## src/rtl/nand_ecc1_pkg.sv

```systemverilog
package nand_ecc1_pkg;

  localparam int CODE_W = 24;
  localparam int HALF_W = CODE_W / 2;
  localparam int BIT_W  = 3;
  localparam int ADDR_W = HALF_W - BIT_W;
  localparam int BYTE_W = 1 << BIT_W;

  typedef enum logic [1:0] {
    ST_CLEAN    = 2'd0,
    ST_FIXED    = 2'd1,
    ST_CODE_ERR = 2'd2,
    ST_UNCORR   = 2'd3
  } ecc_status_e;

  typedef struct packed {
    ecc_status_e        status;
    logic [ADDR_W-1:0]  offset;
    logic [BIT_W-1:0]   bit_idx;
  } ecc_result_t;

  // Parity of the byte bits whose index has bit k equal to 'want'.
  function automatic logic col_par(input logic [BYTE_W-1:0] d, input int k,
                                   input logic want);
    logic p;
    p = 1'b0;
    for (int i = 0; i < BYTE_W; i++) begin
      if (((i >> k) & 1) == int'(want)) p = p ^ d[i];
    end
    return p;
  endfunction

  // Contribution of one byte to the upper (want=1) or lower (want=0) half.
  function automatic logic [HALF_W-1:0] half_part(input logic [BYTE_W-1:0] d,
                                                  input logic [ADDR_W-1:0] a,
                                                  input logic want);
    logic [HALF_W-1:0] r;
    logic              p;
    p = ^d;
    for (int k = 0; k < BIT_W; k++) r[k] = col_par(d, k, want);
    for (int k = 0; k < ADDR_W; k++) r[BIT_W+k] = p & (a[k] == want);
    return r;
  endfunction

  function automatic logic [CODE_W-1:0] pack_code(input logic [HALF_W-1:0] hi,
                                                  input logic [HALF_W-1:0] lo);
    return ~{hi, lo};
  endfunction

  function automatic ecc_result_t classify(input logic [CODE_W-1:0] syn,
                                           input int unsigned sect);
    ecc_result_t       r;
    logic [HALF_W-1:0] fold;
    r = '0;
    fold = syn[CODE_W-1:HALF_W] ^ syn[HALF_W-1:0];
    if (syn == '0) begin
      r.status = ST_CLEAN;
    end else if (fold == {HALF_W{1'b1}}) begin
      if (32'(syn[CODE_W-1:HALF_W+BIT_W]) < sect) begin
        r.status  = ST_FIXED;
        r.offset  = syn[CODE_W-1:HALF_W+BIT_W];
        r.bit_idx = syn[HALF_W+BIT_W-1:HALF_W];
      end else begin
        r.status = ST_UNCORR;
      end
    end else if ($countones(syn) == 1) begin
      r.status = ST_CODE_ERR;
    end else begin
      r.status = ST_UNCORR;
    end
    return r;
  endfunction

endpackage

```

## src/rtl/ecc1_byte_seq.sv

```systemverilog
module ecc1_byte_seq
  import nand_ecc1_pkg::*;
#(
  parameter int unsigned SECTOR_BYTES = 512
) (
  input  logic              clk,
  input  logic              rst_n,
  input  logic              sos,
  input  logic              din_valid,
  output logic              accept,
  output logic [ADDR_W-1:0] byte_addr,
  output logic              full
);
  localparam int CNT_W = $clog2(SECTOR_BYTES + 1);
  localparam logic [CNT_W-1:0] LAST = CNT_W'(SECTOR_BYTES);

  logic [CNT_W-1:0] cnt;

  assign full      = (cnt == LAST);
  assign accept    = din_valid && (sos || !full);
  assign byte_addr = sos ? '0 : ADDR_W'(cnt);

  always_ff @(posedge clk) begin
    if (!rst_n) begin
      cnt <= '0;
    end else if (sos) begin
      cnt <= din_valid ? CNT_W'(1) : '0;
    end else if (accept) begin
      cnt <= cnt + CNT_W'(1);
    end
  end

  AST_CNT_LIMIT: assert property (@(posedge clk) disable iff (!rst_n)
    cnt <= LAST);
  AST_SOS_RESTART: assert property (@(posedge clk) disable iff (!rst_n)
    sos && din_valid |=> cnt == CNT_W'(1));
  AST_FULL_HOLDS: assert property (@(posedge clk) disable iff (!rst_n)
    full && !sos |=> full);

endmodule

```

## config.mk

```make
export PLATFORM = sky130hd
export DESIGN_NAME = ecc1_byte_seq
export DESIGN_NICKNAME = d
export VERILOG_FILES = /design/src/rtl/nand_ecc1_pkg.sv /design/src/rtl/ecc1_byte_seq.sv
export SDC_FILE = /design/constraint.sdc
export NUM_CORES = 1
export LEC_CHECK = 0
export BUFFER_PORTS_ARGS = -buffer_cell sky130_fd_sc_hd__buf_2
export CAP_MARGIN = 25
export CORE_ASPECT_RATIO = 2
export CORE_MARGIN = 2
export CORE_UTILIZATION = 25
export DETAILED_ROUTE_END_ITERATION = 8
export MAX_ROUTING_LAYER = met4
export PLACE_DENSITY = 0.41
export SLEW_MARGIN = 20
export SYNTH_ARGS = -nofsm -noshare
export SYNTH_HDL_FRONTEND = slang
export SYNTH_SLANG_ARGS = --single-unit
```

## constraint.sdc

```tcl
create_clock -name clk -period 3.8 [get_ports clk]
set_clock_uncertainty 0.15 [all_clocks]
set_input_delay 0.38 -clock clk [delete_from_list [all_inputs] [get_ports clk]]
set_output_delay 0.38 -clock clk [all_outputs]
set_load 0.1 [all_outputs]
```

Yosys cells after proc, flatten, opt, wreduce, memory -nomap -nowiden
Cells that the tools add are included.
- add/subtract/negate cells: 1
- equality and inequality tests: 1
- mux-type cells: 4
- reductions and logical operators: 4
- operators by type and width (operator ; count):
    2-to-1 mux 10 bit ; 2
    adder 10 x 1 -> 10 bit, second input constant ; 1
    equality test 10 bit, second input constant ; 1
    2-to-1 mux 9 bit ; 1
    nonzero test 2 bit ; 1
    logical AND 1 bit ; 1
    logical NOT 1 bit ; 1
    logical OR 1 bit ; 1
    2-to-1 mux 1 bit ; 1
- flip-flop bits (word level): 10
- bits of input ports: 4
- word-level logic and storage cells: 11

Longest topological paths before layout
- depth after elaboration: 6
- depth in mapped cells: 5
- gate-level depth less buffers: 5

Least setup slack after synthesis
No wires, ideal clock.
- path kind: reg-to-output
- from: register cnt[1]
- to: output accept
- data arrival time: 3.647 ns
- data required time: 3.270 ns
- path slack: -0.377 ns
- cell stages (with the launch flop): 6
- buffers on the path: 0
- cell sequence: dfxtp_1 > inv_1 > ha_1 > and2b_1 > and3_1 > a21boi_0
- cells in the longest elaborated chain, start to end: 4
- ends and longest elaborated chain (what ; line ; source):
    start: declaration ; ecc1_byte_seq.sv:17 ; logic [CNT_W-1:0] cnt;
    start signal: assignment ; ecc1_byte_seq.sv:27 ; cnt <= din_valid ? CNT_W'(1) : '0;
    start signal: assignment ; ecc1_byte_seq.sv:29 ; cnt <= cnt + CNT_W'(1);
    equality test 10 bit ; ecc1_byte_seq.sv:19 ; assign full = (cnt == LAST);
    net full ; ecc1_byte_seq.sv:12 ; output logic full
    logical NOT 1 bit ; ecc1_byte_seq.sv:20 ; assign accept = din_valid && (sos || !full);
    logical OR 1 bit ; ecc1_byte_seq.sv:20 ;
    logical AND 1 bit ; ecc1_byte_seq.sv:20 ;
    end: declaration ; ecc1_byte_seq.sv:10 ; output logic accept,
The timed path passes the listed nets, and every way through them passes these cells.

Worst setup path in the final report
- from: register cnt[1]
- to: output accept
- cells in the longest elaborated chain, start to end: 4
- ends and longest elaborated chain (what ; line):
    equality test 10 bit ; ecc1_byte_seq.sv:19
    logical NOT 1 bit ; ecc1_byte_seq.sv:20
    logical OR 1 bit ; ecc1_byte_seq.sv:20
    logical AND 1 bit ; ecc1_byte_seq.sv:20
Every way passes these cells.

==> flow_summary.ini <==
[synthesis]
synth.avg_cell_area_um2 = 8.68
synthArstFlopShare_pct = 0
synth.distinct_cells = 35
seq_area_frac_synth_pct = 30.0
synth_cells = 77
synth_nets = 83
synth-seq-cells = 10
ys.warnings.count = 0
ys.flop_type = dfxtp_1
synth_edf_count = 0
synthesis.area_um2 = 668

[setup_path]
criticalPathCategory = flop to output pin
start_kind = flop
cp_top_family = buffers and inverters
cpPeakStageDelay_ns = 0.44
cp.required_ns = 3.27
critPathArrivalTime_ns = 1.93
end_kind = output pin
crit_slowest_cell = dfxtp_1
cp_max_fo = 6
crit_chain = inv_1 > ha_1 > and2b_1 > and3_1 > a21boi_1 > buf_2
crit_buf_inv = 2

[sta]
rsz0062_at_grt = no
max_freq_ghz = 0.406
final-setup-viol-count = 0
finalCritPeriodShare_pct = 64.8
maxSlewViolCount = 0
finalHoldViolations = 0
min_period_ns = 2.46
fin_tns_setup_ns = 0
worst_slew_pin_slew_ns = 0.590
max_slew_margin_pct = 60.4

[power_and_ir_drop]
power.density_mw_per_mm2 = 312
clkPwrFrac_pct = 44.3
p_int_mw = 0.183
p_sw_share_pct = 25.8
comb_power_share_pct = 11.6
p_seq_share_pct = 44.1
ir_drop_mv = 0.146
power_switching_mw = 0.0638
p_leak_nw = 0.322

[flow_run]
maxCapViolations = 0

[clock_network]
holdBufCountCts = 0
clkTransAtPathRegs_ns = 0.05
htreeDepth = 1
post_cts_resized = 0
cts_setup_buffers = 0
cts_sinks = 10
clock_latency_ns = 0.23
cts_tree = yes
cts_max_path_buffers = 2
cts-root-buf = clkbuf_8
cts_buffers = 3

[grt]
grt_max_degree = 15
grt_pass1_vias = 614
grt_overflow = 0
grt_use_total_pct = 13.5
grt_pass1_wl_um = 2850
antenna_found_initial = 0

[die]
dieArea_mm2 = 0.00313
rows = 26
coreArea_mm2 = 0.00254
io-pin-count = 15
start_util_pct = 26.3
die_h_um = 77.1
die-width_um = 40.6

[place]
dp_hpwl_um = 1330
dp.cells = 115
io_buffers = 14
gp_congestion = 0.662

[final_layout]
fin_cells = 118
postLayoutCoreUtil_pct = 31.2
diodes = 0
largest_reg_flops = 10
fin_nets = 98
largestRegisters = cnt (10)
drive_above_1_share_pct = 22.2
syn_to_final_growth_pct = 18.5
top_register = cnt
fillers = 288

[detailed_routing]
drt-total-wl_um = 1690
vias = 636
dr.pass1.iters = 4
detail_route.iter0.violations = 8
via_per_inst = 5.39
ant_nets = 0
wire_per_inst_um = 14.3
route.detailed.drc = 0

[run_status]
status = completed

[worst_hold_path]
hold_path_class = input port to flop
cell families (layout without fill, tap and decap cells):
kind of cell / Yosys count / count (layout) / share of synthesized area (%)
adder cells (fa/ha/maj): 2 / 2 / 3.74
XOR/XNOR: 2 / 2 / 2.62
flip-flops: 10 / 10 / 30.0
AND/OR/NAND/NOR: 36 / 36 / 36.9
buffers and inverters: 8 / 21 / 5.62
multiplexers: 1 / 1 / 1.69
AO/OA/AOI/OAI: 18 / 18 / 19.5
cell type report:
cell class | count | area, um^2 | area share (%)
Multi-Input combinational cell | 59 | 430 | 54.3
Sequential cell | 10 | 200 | 25.3
Timing Repair Buffer | 14 | 70.1 | 8.85
Clock buffer | 3 | 41.3 | 5.21
Tap cell | 28 | 35.0 | 4.42
Inverter | 4 | 15.0 | 1.90
per-stage QoR:
stage	power (mW)	hold slack, ns	setup slack, ns	cell area (um^2)
after floorplan	0.133	0.355	0.361	668
after global placement	0.140	0.382	1.60	751
after detailed placement	0.140	0.395	1.61	751
after CTS	0.248	0.262	1.34	792
after global routing	0.256	0.279	1.24	792
final	0.247	0.261	1.34	792
layer usage:
layer / wire length, um / track usage (%)
met1: 632 / 14.9
met4: 36 / 7.00
met3: 55 / 0.867
met5: 0 / -
met2: 962 / 22.2
path summary, 6_finish.rpt:
kind,start,to,slack [ns],cells past startpoint
worst max-delay path,cnt[1]$_SDFFE_PN0P_,accept,1.34,6
worst min-delay path,rst_n,cnt[0]$_SDFFE_PN0P_,0.26,2
worst max register to register,cnt[1]$_SDFFE_PN0P_,cnt[2]$_SDFFE_PN0P_,2.00,5
worst min register to register,cnt[8]$_SDFFE_PN0P_,cnt[8]$_SDFFE_PN0P_,0.40,2
power by group through the flow:
stage / clock (mW) / sequential, mW / combinational, mW
floorplan: 0 / 0.110 / 0.0233
global placement: 0 / 0.111 / 0.0291
detailed placement: 0 / 0.111 / 0.0288
CTS: 0.111 / 0.109 / 0.0289
global route: 0.115 / 0.109 / 0.0315
finish: 0.109 / 0.109 / 0.0286
cells in the final DEF, fill, tap and decap left out, drive strengths merged:
master	n
buf	14
dfxtp	10
nor2b	8
inv	4
nor2	4
a21oi	4
nand4	4
o21a	3
clkbuf	3
nor3	2
and3	2
nand2b	2
xor2	2
nand2	2
nor4	2
o31a	2
o31ai	2
or4	2
nand3	2
ha	2
and2b	1
nor4b	1
a21boi	1
a2111oi	1
a311o	1
and2	1
nand4b	1
o32ai	1
a211o	1
a31oi	1
and4	1
mux2	1
o21ai	1
or3	1
Yosys cell counts (all sizes together), types with 2 or more instances:
master,n,area [um^2]
clkbuf,2,7.51
ha,2,25.0
o21a,3,22.5
nor2,4,15.0
nor2b,8,50.1
or4,2,15.0
xor2,2,17.5
nand4,4,40.0
dfxtp,10,200
and3,2,12.5
nand3,2,10.0
buf,2,15.0
nor3,2,10.0
o31ai,2,15.0
nand2b,2,12.5
o31a,2,17.5
nand2,2,7.51
inv,4,15.0
a21oi,4,20.0
nor4,2,12.5
Note: power is estimated with default switching activity, not from simulation.
